==> config.mk <==
export PLATFORM = sky130hd
export DESIGN_NAME = desc_verifier
export DESIGN_NICKNAME = d
export VERILOG_FILES = /design/src/rtl/desc_pkg.sv /design/src/rtl/desc_word_track.sv /design/src/rtl/desc_csum_acc.sv /design/src/rtl/desc_judge.sv /design/src/rtl/desc_verifier.sv
export SDC_FILE = /design/constraint.sdc
export NUM_CORES = 1
export LEC_CHECK = 0
export ABC_AREA = 1
export ABC_CLOCK_PERIOD_IN_PS = 2390
export BUFFER_PORTS_ARGS = -buffer_cell sky130_fd_sc_hd__buf_2
export CAP_MARGIN = 20
export CORE_MARGIN = 3
export CORE_UTILIZATION = 59
export CTS_BUF_LIST = sky130_fd_sc_hd__clkbuf_8
export CTS_CLUSTER_DIAMETER = 150
export DETAILED_ROUTE_END_ITERATION = 8
export GPL_ROUTABILITY_DRIVEN = 0
export PLACE_DENSITY = 0.88
export SYNTH_ARGS = -nofsm -noshare
export SYNTH_HDL_FRONTEND = slang
export SYNTH_SLANG_ARGS = --single-unit
==> constraint.sdc <==
create_clock -name clk -period 2.39 [get_ports clk]
set_clock_uncertainty 0.05 [all_clocks]
set_input_delay 0.478 -clock clk [delete_from_list [all_inputs] [get_ports clk]]
set_output_delay 0.478 -clock clk [all_outputs]
set_load 0.01 [all_outputs]
==> src/rtl/desc_pkg.sv <==
package desc_pkg;
   typedef enum logic [1:0] {
      ERR_NONE     = 2'd0,
      ERR_PREAMBLE = 2'd1,
      ERR_CSUM     = 2'd2,
      ERR_DONE     = 2'd3
   } desc_err_e;

   // word positions inside the descriptor
   localparam int W_CTRL = 0;
   localparam int W_GEOM = 3;
   localparam int W_TIME = 5;

   // control word bit positions
   localparam int CB_IRQ    = 8;
   localparam int CB_UPDATE = 9;
   localparam int CB_IGNORE = 10;
   localparam int CB_BURST  = 11;
   localparam int CB_MODE   = 18;
   localparam int CB_LAST   = 19;
   localparam int CB_CSUM   = 20;
   localparam int CB_LFRAME = 21;
   localparam int DONE_BIT  = 31;

   // status word bit positions
   localparam int ST_BURST  = 4;
   localparam int ST_MODE   = 5;
   localparam int ST_CSUM   = 6;
   localparam int ST_LAST   = 7;
   localparam int ST_LFRAME = 8;
   localparam int ST_IGNORE = 9;
   localparam int ST_DONE   = 10;
   localparam int ST_UPDATE = 11;
   localparam int ST_IRQ    = 12;
   localparam int ST_PRE_LO = 13;
endpackage

==> src/rtl/desc_word_track.sv <==
module desc_word_track #(
   parameter int WORD_W    = 32,
   parameter int NUM_WORDS = 16
) (
   input  logic              clk,
   input  logic              rst_n,
   input  logic              in_valid,
   input  logic [WORD_W-1:0] in_word,
   output logic              final_word,
   output logic [WORD_W-1:0] ctrl_q,
   output logic [WORD_W-1:0] geom_q,
   output logic [WORD_W-1:0] time_q
);
   import desc_pkg::*;
   localparam int IDX_W = $clog2(NUM_WORDS);
   localparam logic [IDX_W-1:0] IDX_LAST = IDX_W'(NUM_WORDS - 1);

   logic [IDX_W-1:0] idx_q;

   assign final_word = (idx_q == IDX_LAST);

   always_ff @(posedge clk) begin
      if (!rst_n) begin
         idx_q <= '0;
      end else if (in_valid) begin
         idx_q <= final_word ? '0 : idx_q + 1'b1;
      end
   end

   always_ff @(posedge clk) begin
      if (!rst_n) begin
         ctrl_q <= '0;
         geom_q <= '0;
         time_q <= '0;
      end else if (in_valid) begin
         if (idx_q == IDX_W'(W_CTRL)) ctrl_q <= in_word;
         if (idx_q == IDX_W'(W_GEOM)) geom_q <= in_word;
         if (idx_q == IDX_W'(W_TIME)) time_q <= in_word;
      end
   end
endmodule

==> src/rtl/desc_csum_acc.sv <==
module desc_csum_acc #(
   parameter int WORD_W  = 32,
   parameter bit CSUM_EN = 1'b1
) (
   input  logic              clk,
   input  logic              rst_n,
   input  logic              in_valid,
   input  logic [WORD_W-1:0] in_word,
   input  logic              final_word,
   output logic              csum_match
);
   generate
      if (CSUM_EN) begin : g_sum
         logic [WORD_W-1:0] sum_q;
         always_ff @(posedge clk) begin
            if (!rst_n) begin
               sum_q <= '0;
            end else if (in_valid) begin
               sum_q <= final_word ? '0 : sum_q + in_word;
            end
         end
         assign csum_match = (sum_q == in_word);
      end else begin : g_nosum
         logic unused_sum_in;
         assign unused_sum_in = ^{clk, rst_n, in_valid, in_word, final_word};
         assign csum_match = 1'b1;
      end
   endgenerate
endmodule

==> src/rtl/desc_judge.sv <==
module desc_judge #(
   parameter int         WORD_W       = 32,
   parameter int         SIZE_W       = 18,
   parameter int         STRIDE_W     = 14,
   parameter int         STRIDE_SHIFT = 4,
   parameter logic [7:0] PREAMBLE     = 8'hA5
) (
   input  logic [WORD_W-1:0]              ctrl,
   input  logic [WORD_W-1:0]              geom,
   input  logic [WORD_W-1:0]              stamp,
   input  logic                           csum_match,
   output desc_pkg::desc_err_e            err,
   output logic                           last,
   output logic [WORD_W-1:0]              status,
   output logic [SIZE_W-1:0]              line_size,
   output logic [STRIDE_W+STRIDE_SHIFT-1:0] stride,
   output logic                           wb_req,
   output logic [WORD_W-1:0]              wb_word
);
   import desc_pkg::*;

   logic pre_bad, csum_bad, done_bad;
   logic unused_ctrl_bits;

   assign pre_bad  = (ctrl[7:0] != PREAMBLE);
   assign csum_bad = ctrl[CB_CSUM] && !csum_match;
   assign done_bad = stamp[DONE_BIT] && !ctrl[CB_IGNORE];

   always_comb begin
      if (pre_bad)       err = ERR_PREAMBLE;
      else if (csum_bad) err = ERR_CSUM;
      else if (done_bad) err = ERR_DONE;
      else               err = ERR_NONE;
   end

   assign last = ctrl[CB_LAST] | ctrl[CB_LFRAME];

   always_comb begin
      status                      = '0;
      status[ST_PRE_LO +: 8]      = ctrl[7:0];
      status[ST_BURST]            = ctrl[CB_BURST];
      status[ST_MODE]             = ctrl[CB_MODE];
      status[ST_CSUM]             = ctrl[CB_CSUM];
      status[ST_LAST]             = ctrl[CB_LAST];
      status[ST_LFRAME]           = ctrl[CB_LFRAME];
      status[ST_IGNORE]           = ctrl[CB_IGNORE];
      status[ST_DONE]             = stamp[DONE_BIT];
      status[ST_UPDATE]           = ctrl[CB_UPDATE];
      status[ST_IRQ]              = ctrl[CB_IRQ];
   end

   assign line_size = geom[SIZE_W-1:0];
   assign stride    = {geom[WORD_W-1 -: STRIDE_W], {STRIDE_SHIFT{1'b0}}};

   assign wb_req  = ctrl[CB_UPDATE] && (err == ERR_NONE);
   assign wb_word = stamp | (WORD_W'(1) << DONE_BIT);

   assign unused_ctrl_bits = ^{ctrl[17:12], ctrl[WORD_W-1:22]};
endmodule

==> src/rtl/desc_verifier.sv <==
module desc_verifier #(
   parameter int         WORD_W       = 32,
   parameter int         NUM_WORDS    = 16,
   parameter int         SIZE_W       = 18,
   parameter int         STRIDE_W     = 14,
   parameter int         STRIDE_SHIFT = 4,
   parameter logic [7:0] PREAMBLE     = 8'hA5,
   parameter bit         CSUM_EN      = 1'b1
) (
   input  logic                             clk,
   input  logic                             rst_n,
   input  logic                             in_valid,
   input  logic [WORD_W-1:0]                in_word,
   output logic                             res_valid,
   output logic [1:0]                       res_err,
   output logic                             res_last,
   output logic [WORD_W-1:0]                res_status,
   output logic [SIZE_W-1:0]                res_line_size,
   output logic [STRIDE_W+STRIDE_SHIFT-1:0] res_stride,
   output logic                             res_wb_req,
   output logic [WORD_W-1:0]                res_wb_word
);
   import desc_pkg::*;
   localparam int STRIDE_OUT_W = STRIDE_W + STRIDE_SHIFT;

   initial begin
      if (WORD_W != 32)
         $error("desc_verifier: WORD_W must be 32");
      if (NUM_WORDS < W_TIME + 2)
         $error("desc_verifier: NUM_WORDS too small for the field layout");
      if (SIZE_W + STRIDE_W != WORD_W)
         $error("desc_verifier: SIZE_W + STRIDE_W must fill one word");
   end

   logic              final_word;
   logic [WORD_W-1:0] ctrl_w, geom_w, time_w;
   logic              csum_match;
   desc_err_e         err_c;
   logic              last_c, wb_req_c;
   logic [WORD_W-1:0] status_c, wb_word_c;
   logic [SIZE_W-1:0] size_c;
   logic [STRIDE_OUT_W-1:0] stride_c;
   logic              take;

   desc_word_track #(.WORD_W(WORD_W), .NUM_WORDS(NUM_WORDS)) u_track (
      .clk(clk), .rst_n(rst_n), .in_valid(in_valid), .in_word(in_word),
      .final_word(final_word), .ctrl_q(ctrl_w), .geom_q(geom_w), .time_q(time_w)
   );

   desc_csum_acc #(.WORD_W(WORD_W), .CSUM_EN(CSUM_EN)) u_csum (
      .clk(clk), .rst_n(rst_n), .in_valid(in_valid), .in_word(in_word),
      .final_word(final_word), .csum_match(csum_match)
   );

   desc_judge #(
      .WORD_W(WORD_W), .SIZE_W(SIZE_W), .STRIDE_W(STRIDE_W),
      .STRIDE_SHIFT(STRIDE_SHIFT), .PREAMBLE(PREAMBLE)
   ) u_judge (
      .ctrl(ctrl_w), .geom(geom_w), .stamp(time_w), .csum_match(csum_match),
      .err(err_c), .last(last_c), .status(status_c), .line_size(size_c),
      .stride(stride_c), .wb_req(wb_req_c), .wb_word(wb_word_c)
   );

   assign take = in_valid && final_word;

   always_ff @(posedge clk) begin
      if (!rst_n) begin
         res_valid <= 1'b0;
      end else begin
         res_valid <= take;
      end
   end

   always_ff @(posedge clk) begin
      if (!rst_n) begin
         res_err       <= '0;
         res_last      <= 1'b0;
         res_status    <= '0;
         res_line_size <= '0;
         res_stride    <= '0;
         res_wb_req    <= 1'b0;
         res_wb_word   <= '0;
      end else if (take) begin
         res_err       <= err_c;
         res_last      <= last_c;
         res_status    <= status_c;
         res_line_size <= size_c;
         res_stride    <= stride_c;
         res_wb_req    <= wb_req_c;
         res_wb_word   <= wb_word_c;
      end
   end
endmodule

# ---- After elaboration in Yosys (flattened, before gate mapping)
# Index checks and enable logic that the tools add are counted.
dict set report classes {
  reduce_logical 11
  n_mux 5
  bitwise 1
  n_addsub 2
  eq_ne 5
}
# cell n
set op_table {}
lappend op_table {{$add 32x32->32} 1}
lappend op_table {{$eq 32x32->1} 1}
lappend op_table {{$mux 32} 1}
lappend op_table {{$ne 8x8->1 const B} 1}
lappend op_table {{$mux 2} 3}
lappend op_table {{$reduce_and 2->1} 3}
lappend op_table {{$add 4x1->4 const B} 1}
lappend op_table {{$eq 4x2->1 const B} 1}
lappend op_table {{$eq 4x3->1 const B} 1}
lappend op_table {{$eq 4x4->1 const B} 1}
lappend op_table {{$logic_and 1x1->1} 4}
lappend op_table {{$logic_not 4->1} 1}
lappend op_table {{$mux 4} 1}
lappend op_table {{$logic_not 1->1} 2}
lappend op_table {{$logic_not 2->1} 1}
lappend op_table {{$or 1x1->1} 1}
dict set report totals {
  inputBits 35
  out_inout_bits 105
  word_cells 37
  reg_bits 208
}

# ---- Longest topological paths before layout
# Gate-level depths: netlist (run 1).
dict set report depth {
  word_depth 7
  depth_mapped 13
  ltp_nobuf 13
}

# ---- By module
# Synthesis (run 1) repeated with hierarchy kept, for this count alone.
dict set report hier_totals {
  hier_cells 2026
  hier_area_um2 12842.3
}
# module cells_each instances seq_area_each_um2 area_each_um2
set by_module_without_submodules {}
lappend by_module_without_submodules {desc_verifier 663 1 2102.0 4260.3}
lappend by_module_without_submodules {desc_word_track 593 1 2001.9 4157.7}
lappend by_module_without_submodules {desc_csum_acc 645 1 640.6 3568.4}
lappend by_module_without_submodules {desc_judge 125 1 0.0 855.8}

# ---- Worst setup path after synthesis (run 1)
# OpenSTA, ideal clock, no wires.
dict set report synth_timing {
  kind {input-to-reg}
  startpoint {input port in_word[0]}
  endpoint {register u_csum.g_sum.sum_q[16]}
  n_path_buf 0
  path_stages 11
  setup_ns 0.132
  t_arrival_ns 1.868
  slack_ns 0.340
  t_required_ns 2.208
  path_cell_list {ha_1 > fa_1 > nand3_1 > nand3_2 > nand2_1 > nand2_1 > nand2_1 > nand2_2 > or2_1 > nand3_1 > a21oi_1}
}
dict set report synth_between {
  elab_chain_len 2
}
# item line
set synth_lines {}
lappend synth_lines {{start, declared} desc_verifier.sv:13} ;# input logic [WORD_W-1:0] in_word,
lappend synth_lines {{$add 32x32->32} desc_csum_acc.sv:19} ;# sum_q <= final_word ? '0 : sum_q + in_word;
lappend synth_lines {{$mux 32} desc_csum_acc.sv:19}
lappend synth_lines {{end signal, assigned} desc_csum_acc.sv:19}
lappend synth_lines {{end, declared} desc_csum_acc.sv:14} ;# logic [WORD_W-1:0] sum_q;
# Every way passes these cells.
# A chain may end at the register's enable or synchronous reset.

# ---- Worst setup path in the final report (run 1)
dict set report layout_timing {
  startpoint {register u_track.idx_q[0]}
  endpoint {register res_wb_word[9]}
}
dict set report layout_between {
  elab_chain_len 2
}
# item line
set layout_lines {}
lappend layout_lines {{start, declared} desc_word_track.sv:18} ;# logic [IDX_W-1:0] idx_q;
lappend layout_lines {{start signal, assigned} desc_word_track.sv:26} ;# idx_q <= final_word ? '0 : idx_q + 1'b1;
lappend layout_lines {{$eq 4x4->1} desc_word_track.sv:20} ;# assign final_word = (idx_q == IDX_LAST);
lappend layout_lines {{$logic_and 1x1->1} desc_verifier.sv:64} ;# assign take = in_valid && final_word;
lappend layout_lines {{end signal, assigned} desc_verifier.sv:90} ;# res_wb_word <= wb_word_c;
lappend layout_lines {{end, declared} desc_verifier.sv:21} ;# output logic [WORD_W-1:0] res_wb_word
# Every way passes these cells.

==> flow_metrics.tcl, run 1 <==
set metrics [dict create \
    final_common_cell "nand2_1" \
    powerDensity_mw_per_mm2 727 \
    clk_path_buf_depth 3 \
    critPathArrivalTime_ps 2620 \
    syn_inst 1330 \
    cap_violations 0 \
    nFillCells 1239 \
    dpl.cell_count 1628 \
    grt_pass1_wl_um 40100 \
    crit_path_start_kind "flip-flop" \
    vdd_drop_max_uv 529 \
    cts_buffers 31 \
    rows 46 \
    required_ps 2810 \
    antenna_cells 0 \
    drive_gt1_frac 0.203 \
    dr_wl_met3_um 2650 \
    clkTransAtPathRegs_ps 70 \
    relSlewSlack 0.348 \
    cts_root_buffer "clkbuf_8" \
    timing.final.crit_share 0.921 \
    finalHoldViolCount 0 \
    clkSinkCount 202 \
    mostFrequentLayoutCells "344 x nand2_1, 202 x dfxtp_1, 200 x inv_1, 127 x a21oi_1, 120 x buf_2" \
    whs_ps 206 \
    end_kind "flip-flop" \
    fmax_mhz 454 \
    viasPerCell 5.40 \
    synth_cell_type_count 38 \
    grt_use_total 0.269 \
    first_pass_iters 6 \
    yosys_warnings 0 \
    fin_cells 1688 \
    core_mm2 0.0160 \
    cts_tree "done" \
    m1WireLength_um 10800 \
    power.total_mw 8.09 \
    setup_viol 0 \
    nNetsFinal 1517 \
    routedWlPerCell_um 15.2 \
    pin_count 140 \
    status "completed" \
    final_antenna_net_count 0 \
    dieHeight_um 134 \
    leakage_nw 5.29 \
    initial_core_util 0.607 \
    first_global_vias 8276 \
    fin_crit_ps 2200 \
    wl_um 25600 \
    grt_start_max_net_pins 83 \
    overflow 0 \
    postCtsSetupBuffers 0 \
    drv_slew 0 \
    syn_area_mm2 0.00972 \
    detail_route.iter0.violations 1071 \
    tightest_slew_ps 978 \
    path_max_fanout 49 \
    dpl.hpwl_um 17700 \
    top_layer_used "met4" \
    syn_to_final_growth_pct 14.5 \
    ys_seq_elements 202 \
    dieArea_mm2 0.0180 \
    die_w_um 134 \
    antenna_found_initial 0 \
    wl_met2_um 11400 \
    htree_levels 1 \
    rsz0062_at_grt "false" \
    worstSetupPathType "flip-flop to flip-flop" \
    ys_seq_area_frac 0.416 \
    clk_latency_ps 560 \
    portBuffers 120 \
    postSynthAreaPerCell_um2 7.31 \
    hold_path.class "primary input to flip-flop" \
    remaining_drc_errors 0 \
    route.vias.total 9111 \
]
## path summary, 6_finish.rpt
check / start / to / slack, ps / cells past startpoint
setup / recovery: u_track.idx_q[0]$_SDFFE_PN0P_ / res_wb_word[9]$_SDFFE_PN0P_ / 190 / 9
hold / removal: in_word[29] / u_track.time_q[29]$_SDFFE_PN0P_ / 210 / 3
setup reg to reg: u_track.idx_q[0]$_SDFFE_PN0P_ / res_wb_word[9]$_SDFFE_PN0P_ / 190 / 9
hold reg to reg: res_status[19]$_SDFFE_PN0P_ / res_status[19]$_SDFFE_PN0P_ / 400 / 2
## through the flow
step	util	setup WS, ps	area, µm²	setup TNS (ps)
2_1_floorplan	-	340	9790	0
3_3_place_gp	0.648	20.7	10400	0
3_5_place_dp	0.648	-65.7	10400	-1240
4_1_cts	0.694	194	11100	0
5_1_grt	0.695	93.4	11100	0
6_report	0.695	189	11100	0
## cells by family after synthesis
family                     synth area share
DFF                                   0.416
AOI/OAI and AO/OA                     0.191
and+or+nand+nor                       0.226
adders and majority gates            0.0458
buffers and inverters                 0.118
other                              0.000386
xor gates and xnor gates            0.00270
## cell type report
| class | instances | area [µm²] | area share |
|---|---|---|---|
| Tap cell | 216 | 270 | 0.0243 |
| Clock buffer | 38 | 523 | 0.0470 |
| Clock inverter | 20 | 211 | 0.0190 |
| Timing Repair Buffer | 135 | 733 | 0.0659 |
| Inverter | 196 | 737 | 0.0662 |
| Multi-Input combinational cell | 881 | 4610 | 0.414 |
| Sequential cell | 202 | 4040 | 0.364 |
## report_power, final
group,switching [mW],leakage [nW],total (mW),internal (mW)
sequential,0.0609,1.64,3.54,3.48
clock,1.33,0.417,3.30,1.97
combinational,0.839,3.23,1.25,0.406
## synthesized netlist by cell type, drive strengths merged
cell type	instances	area share
or2	9	0.0058
fa	1	0.0021
o21a	1	0.00077
nor2	66	0.028
nand3b	3	0.0023
conb	1	0.00039
a22oi	1	0.00077
buf	40	0.031
o21bai	2	0.0015
nand4	8	0.0052
a21oi	128	0.066
a22o	8	0.0072
nor4	7	0.0045
dfxtp	202	0.42
inv	196	0.076
xnor2	1	0.00090
xor2	2	0.0018
nor3	10	0.0062
o21ai	162	0.11
and2	1	0.00064
nand3	55	0.031
clkbuf	30	0.012
ha	34	0.044
a21o	5	0.0040
nand2	357	0.14
## state kept, by name, indices dropped and copies added (netlist names), 4 cells and up
register and flops:
res_line_size 18, res_wb_word 32, u_track.idx_q 4, res_status 17
res_stride 14, u_csum.g_sum.sum_q 32, u_track.ctrl_q 16, u_track.geom_q 32
u_track.time_q 32
## critical path: stages (launching register included)
cell and delay, ps:
dfxtp_1 380, ha_1 180, nand3_1 110, nor2_2 330, buf_4 230, inv_2 50, nor2_4 90, clkinv_2 60
buf_4 340, o21ai_0 280
## per-layer routing
layer / vias up / GRT usage
met5: - / 0
met4: 0 / 0.0973
met3: 73 / 0.0491
met2: 452 / 0.425
met1: 4132 / 0.369
li1: 4454 / -
## repair_timing
item,in CTS,in global routing
gates resized for setup,0,0
endpoints found under the setup margin,29,0
hold buffers,0,0
endpoints found under the hold margin,0,0
Note: power is estimated with default switching activity, not from simulation.
==> run 2, diff against run 1 <==
- BUFFER_PORTS_ARGS: -buffer_cell sky130_fd_sc_hd__buf_2 -> -buffer_cell sky130_fd_sc_hd__clkbuf_2
- CORE_UTILIZATION: 59 -> 58
- CTS_BUF_LIST: sky130_fd_sc_hd__clkbuf_8 -> default
- PLACE_DENSITY: 0.88 -> 0.87
- SLEW_MARGIN: default -> 20
==> run 2 against run 1 <==
- worst setup slack worse by 31 ps
- power down 2.6%
- via count down 1.8%
- global-route usage down 0.16 points
- first-iteration DRC count down 14%
- utilization down 1.0 points
- cell area down 0.75%
- critical endpoint is now res_wb_word[26]$_SDFFE_PN0P_
- largest power group unchanged
- highest routed layer unchanged
==> flow_metrics.tcl, run 2 (synthesized netlist as in run 1, its figures left out) <==
set metrics [dict create \
    status "completed" \
    tightest_slew_ps 970 \
    timing.final.crit_share 0.934 \
    overflow 0 \
    worst_slack_ps 158 \
    r2r_end "res_wb_word[26]$_SDFFE_PN0P_" \
    antenna_found_initial 0 \
    dieHeight_um 135 \
    drive_gt1_frac 0.197 \
    antenna_cells 0 \
    die_w_um 135 \
    grt_use_total 0.267 \
    relSlewSlack 0.352 \
    crit_start "u_track.idx_q[0]$_SDFFE_PN0P_" \
    rows 46 \
    setup_viol 0 \
    postCtsHoldBufs 0 \
    final_antenna_net_count 0 \
    core_mm2 0.0161 \
    reg2regPathDepth 8 \
    postCtsSetupBuffers 0 \
    cts_root_buffer "clkbuf_16" \
    clk_path_buf_depth 3 \
    cts_tree "done" \
    first_pass_iters 5 \
    remaining_drc_errors 0 \
    dieArea_mm2 0.0183 \
    swShare 0.280 \
    p_switching_mw 2.21 \
    pre_cts_slack_ps 121 \
    critPathArrivalTime_ps 2600 \
    clk_latency_ps 490 \
    whs_ps 283 \
    vdd_drop_max_uv 379 \
    viasPerCell 5.37 \
    required_ps 2750 \
    mostFrequentLayoutCells "344 x nand2_1, 202 x dfxtp_1, 187 x inv_1, 127 x a21oi_1, 120 x clkbuf_2" \
    clkTransAtPathRegs_ps 60 \
    cp-endpoint "res_wb_word[26]$_SDFFE_PN0P_" \
    end_kind "flip-flop" \
    route.vias.total 8951 \
    p_clk_frac 0.395 \
    htree_levels 1 \
    routedWlPerCell_um 15.2 \
    final_util 0.685 \
    portBuffers 120 \
    worstSetupPathType "flip-flop to flip-flop" \
    detail_route.iter0.violations 917 \
    grt_start_max_net_pins 83 \
    fin_setup_tns_ps 0 \
    seqPwrFrac 0.448 \
    nNetsFinal 1507 \
    combinationalPowerShare 0.156 \
    min_from "in_word[29]" \
    grt_pass1_wl_um 40200 \
    power.total_mw 7.88 \
    rrSetupSlack_ps 160 \
    pin_count 140 \
    cts_buffers 21 \
    wl_um 25300 \
    finalHoldViolCount 0 \
    rsz0062_at_grt "false" \
    cap_violations 0 \
    hold_path.class "primary input to flip-flop" \
    drv_slew 0 \
    powerDensity_mw_per_mm2 714 \
    crit_path_start_kind "flip-flop" \
    first_global_vias 8117 \
    fin_crit_ps 2230 \
    clkSinkCount 202 \
    syn_to_final_growth_pct 13.6 \
    path_max_fanout 56 \
    dpl.hpwl_um 17800 \
    power.internal_mw 5.67 \
    cts_resized 0 \
    final_common_cell "nand2_1" \
    leakage_nw 5.12 \
    r2r-start "u_track.idx_q[0]$_SDFFE_PN0P_" \
    fmax_mhz 448 \
    initial_core_util 0.603 \
]
==> run 2: cell types whose count changed in the layout (fill, tap and decap cells not counted), moves of 3 or more <==
cell	before	now
buf_2	120	0
bufinv_16	5	0
clkbuf_1	0	5
clkbuf_16	0	21
clkbuf_2	0	120
clkbuf_8	38	5
inv_1	200	187
inv_6	0	3
==> run 2: area by class of cell <==
class                      count  area [µm²]
tap                          216         270
timing repair buffer         135         726
fill                        1263        5070
clock inverter                 6        45.0
clock buffer                  31         613
multi-input combinational    881        4610
inverter                     196         737
sequential                   202        4040
==> run 2: layer usage <==
| metal | routed length [µm] | up-vias | share of wire | GRT usage |
|---|---|---|---|---|
| li1 | - | 4428 | - | - |
| met1 | 10900 | 4121 | 0.43 | 0.367 |
| met2 | 11600 | 364 | 0.46 | 0.444 |
| met3 | 2290 | 38 | 0.091 | 0.0405 |
| met4 | 416 | 0 | 0.016 | 0.0661 |
| met5 | 0 | - | 0 | 0 |
==> run 2: worst min path at each step <==
stage	end	depth (start not counted)
after floorplan	u_track.time_q[8]$_SDFFE_PN0P_	2
after global placement	u_track.time_q[8]$_SDFFE_PN0P_	2
after detailed placement	res_wb_word[15]$_SDFFE_PN0P_	2
after CTS	u_track.time_q[29]$_SDFFE_PN0P_	3
after global routing	u_track.geom_q[27]$_SDFFE_PN0P_	3
final	u_track.time_q[29]$_SDFFE_PN0P_	3
==> run 2: worst max-delay path, cell delays in order (launching register included) <==
cell	delay [ps]
dfxtp_1	390
ha_1	190
nand3_1	110
nor2_2	360
inv_2	90
nor2_4	330
clkinv_2	170
buf_12	250
o21ai_2	180
==> run 2: power by group through the flow <==
stage | Combinational [mW] | Clock (mW) | Sequential [mW]
5_1_grt | 1.39 | 3.29 | 3.54
4_1_cts | 1.21 | 3.13 | 3.53
3_3_place_gp | 1.17 | 0 | 3.60
3_5_place_dp | 1.20 | 0 | 3.60
2_1_floorplan | 0.928 | 0 | 3.59
6_report | 1.23 | 3.11 | 3.53
==> run 2: through the flow <==
stage          cell area (µm²)  instances
2_1_floorplan             9790       1348
3_3_place_gp             10400       1629
3_5_place_dp             10400       1629
4_1_cts                  11000       1666
5_1_grt                  11000       1667
6_report                 11000       1667
==> run 3, diff against run 2 <==
- ABC_CLOCK_PERIOD_IN_PS: 2390 -> 2600
- CORE_UTILIZATION: 58 -> 60
- PLACE_DENSITY: 0.87 -> 0.89
- clock period: 2.39 -> 2.6 ns (I/O delays scaled with it)
==> run 3 against run 2 <==
- sequential power is 7.9% lower
- sequential cell count stayed put
- worst hold slack better by 38 ps
- combinational power is 7% lower
- worst setup slack better by 12 ps
- final cell count is 0.72% lower
- register-to-register slack hardly changed
- die area is 3.2% lower
- first-iteration DRC count is 1.4% higher
- via count hardly changed
- power is 7.7% lower
- highest routed layer unchanged
==> flow_metrics.tcl, run 3 (synthesized netlist as in run 1, its figures left out) <==
set metrics [dict create \
    status "completed" \
    remaining_drc_errors 0 \
    tightest_slew_ps 1030 \
    setup_viol 0 \
    initial_core_util 0.625 \
    postCtsHoldBufs 0 \
    rsz0062_at_grt "false" \
    end_kind "flip-flop" \
    grt_start_max_net_pins 83 \
    dieHeight_um 133 \
    htree_levels 1 \
    dieArea_mm2 0.0178 \
    combinationalPowerShare 0.157 \
    leakage_nw 5.10 \
    clk_latency_ps 480 \
    met1_usage 0.381 \
    first_pass_iters 5 \
    use_met3 0.0423 \
    r2r_end "res_wb_word[11]$_SDFFE_PN0P_" \
    syn_to_final_growth_pct 13.3 \
    crit_path_start_kind "flip-flop" \
    timing.final.crit_share 0.935 \
    cts_buffers 20 \
    antenna_cells 0 \
    r2r-start "u_track.idx_q[0]$_SDFFE_PN0P_" \
    portBuffers 120 \
    fin_setup_tns_ps 0 \
    postCtsSetupBuffers 0 \
    routedWlPerCell_um 15.4 \
    powerDensity_mw_per_mm2 660 \
    vdd_drop_max_uv 387 \
    worstSetupPathType "flip-flop to flip-flop" \
    grt_use_total 0.273 \
    cap_violations 0 \
    hold_path.class "primary input to flip-flop" \
    wl_um 25500 \
    grt_pass1_wl_um 40100 \
    p_switching_mw 1.98 \
    use_met2 0.448 \
    final_common_cell "nand2_1" \
    finalHoldViolCount 0 \
    p_clk_frac 0.397 \
    required_ps 2960 \
    cp-endpoint "res_wb_word[11]$_SDFFE_PN0P_" \
    clk_path_buf_depth 3 \
    clkSinkCount 202 \
    swShare 0.273 \
    rrSetupSlack_ps 170 \
    fmax_mhz 412 \
    die_w_um 133 \
    first_global_vias 7999 \
    pin_count 140 \
    dpl.hpwl_um 17600 \
    core_mm2 0.0155 \
    fin_crit_ps 2430 \
    clkTransAtPathRegs_ps 60 \
    nNetsFinal 1500 \
    reg2regPathDepth 7 \
    relSlewSlack 0.310 \
    power.total_mw 7.27 \
    cts_root_buffer "clkbuf_16" \
    cts_resized 0 \
    cts_tree "done" \
    critPathArrivalTime_ps 2790 \
    min_path_cells 3 \
    drv_slew 0 \
    drive_gt1_frac 0.193 \
    viasPerCell 5.41 \
    mostFrequentLayoutCells "344 x nand2_1, 202 x dfxtp_1, 187 x inv_1, 127 x a21oi_1, 120 x clkbuf_2" \
    detail_route.iter0.violations 930 \
    crit_start "u_track.idx_q[0]$_SDFFE_PN0P_" \
    final_antenna_net_count 0 \
    path_max_fanout 47 \
    power.internal_mw 5.29 \
    route.vias.total 8953 \
    rows 45 \
    overflow 0 \
    seqPwrFrac 0.447 \
    antenna_found_initial 0 \
    top_usage_layer "met2" \
]
==> run 3: cell count changes in the layout (fill, tap and decap cells not counted) <==
cell	previous run	this run
clkinvlp_4	0	1
nor2_2	9	8
bufinv_16	0	1
inv_6	3	0
buf_4	14	8
buf_12	1	2
==> run 3: power by group through the flow <==
stage	logic, mW	registers (mW)	clock network, mW
after floorplan	0.853	3.30	0
after global placement	1.07	3.31	0
after detailed placement	1.10	3.31	0
after CTS	1.11	3.25	2.91
after global routing	1.27	3.25	3.04
final	1.14	3.25	2.88
==> run 3: cell type report <==
class	instances	area (µm²)
well taps	211	264
clock buffers	31	613
fillers	1189	4530
flip-flops and latches	202	4040
clock inverters	5	56.3
inverters	196	737
multi-input cells	880	4600
repair buffers	130	701
==> run 3: critical path, stage by stage, from the launching register on <==
cell,delay (ps)
dfxtp_1,330
ha_1,210
nand3_1,110
nor2_2,80
nor2_4,770
buf_4,520
nand2_1,160
o21ai_2,90
==> run 3: per-stage QoR <==
step	area, µm²	instances	setup slack, ps	hold WS (ps)	util
5_1_grt	11000	1655	9.98	336	0.709
3_5_place_dp	10300	1619	172	397	0.666
3_3_place_gp	10300	1619	227	387	0.666
6_report	11000	1655	170	322	0.709
2_1_floorplan	9790	1348	508	375	-
4_1_cts	11000	1655	171	305	0.709
==> run 3: worst min-delay path by stage <==
stage                     slack, ps                           start                         endpoint
final                           320                     in_word[22]  u_track.geom_q[22]$_SDFFE_PN0P_
after global routing            340                     in_word[22]  u_track.geom_q[22]$_SDFFE_PN0P_
after CTS                       310                     in_word[28]  u_track.time_q[28]$_SDFFE_PN0P_
after detailed placement        400   res_line_size[1]$_SDFFE_PN0P_    res_line_size[1]$_SDFFE_PN0P_
after global placement          390  u_track.time_q[8]$_SDFFE_PN0P_   u_track.time_q[8]$_SDFFE_PN0P_
after floorplan                 370  u_track.time_q[8]$_SDFFE_PN0P_   u_track.time_q[8]$_SDFFE_PN0P_
==> run 3: routing by layer <==
metal,part of all wire,vias to the layer above
li1,-,4410
met1,0.43,4082
met2,0.46,415
met3,0.094,46
met4,0.019,0
met5,0,-
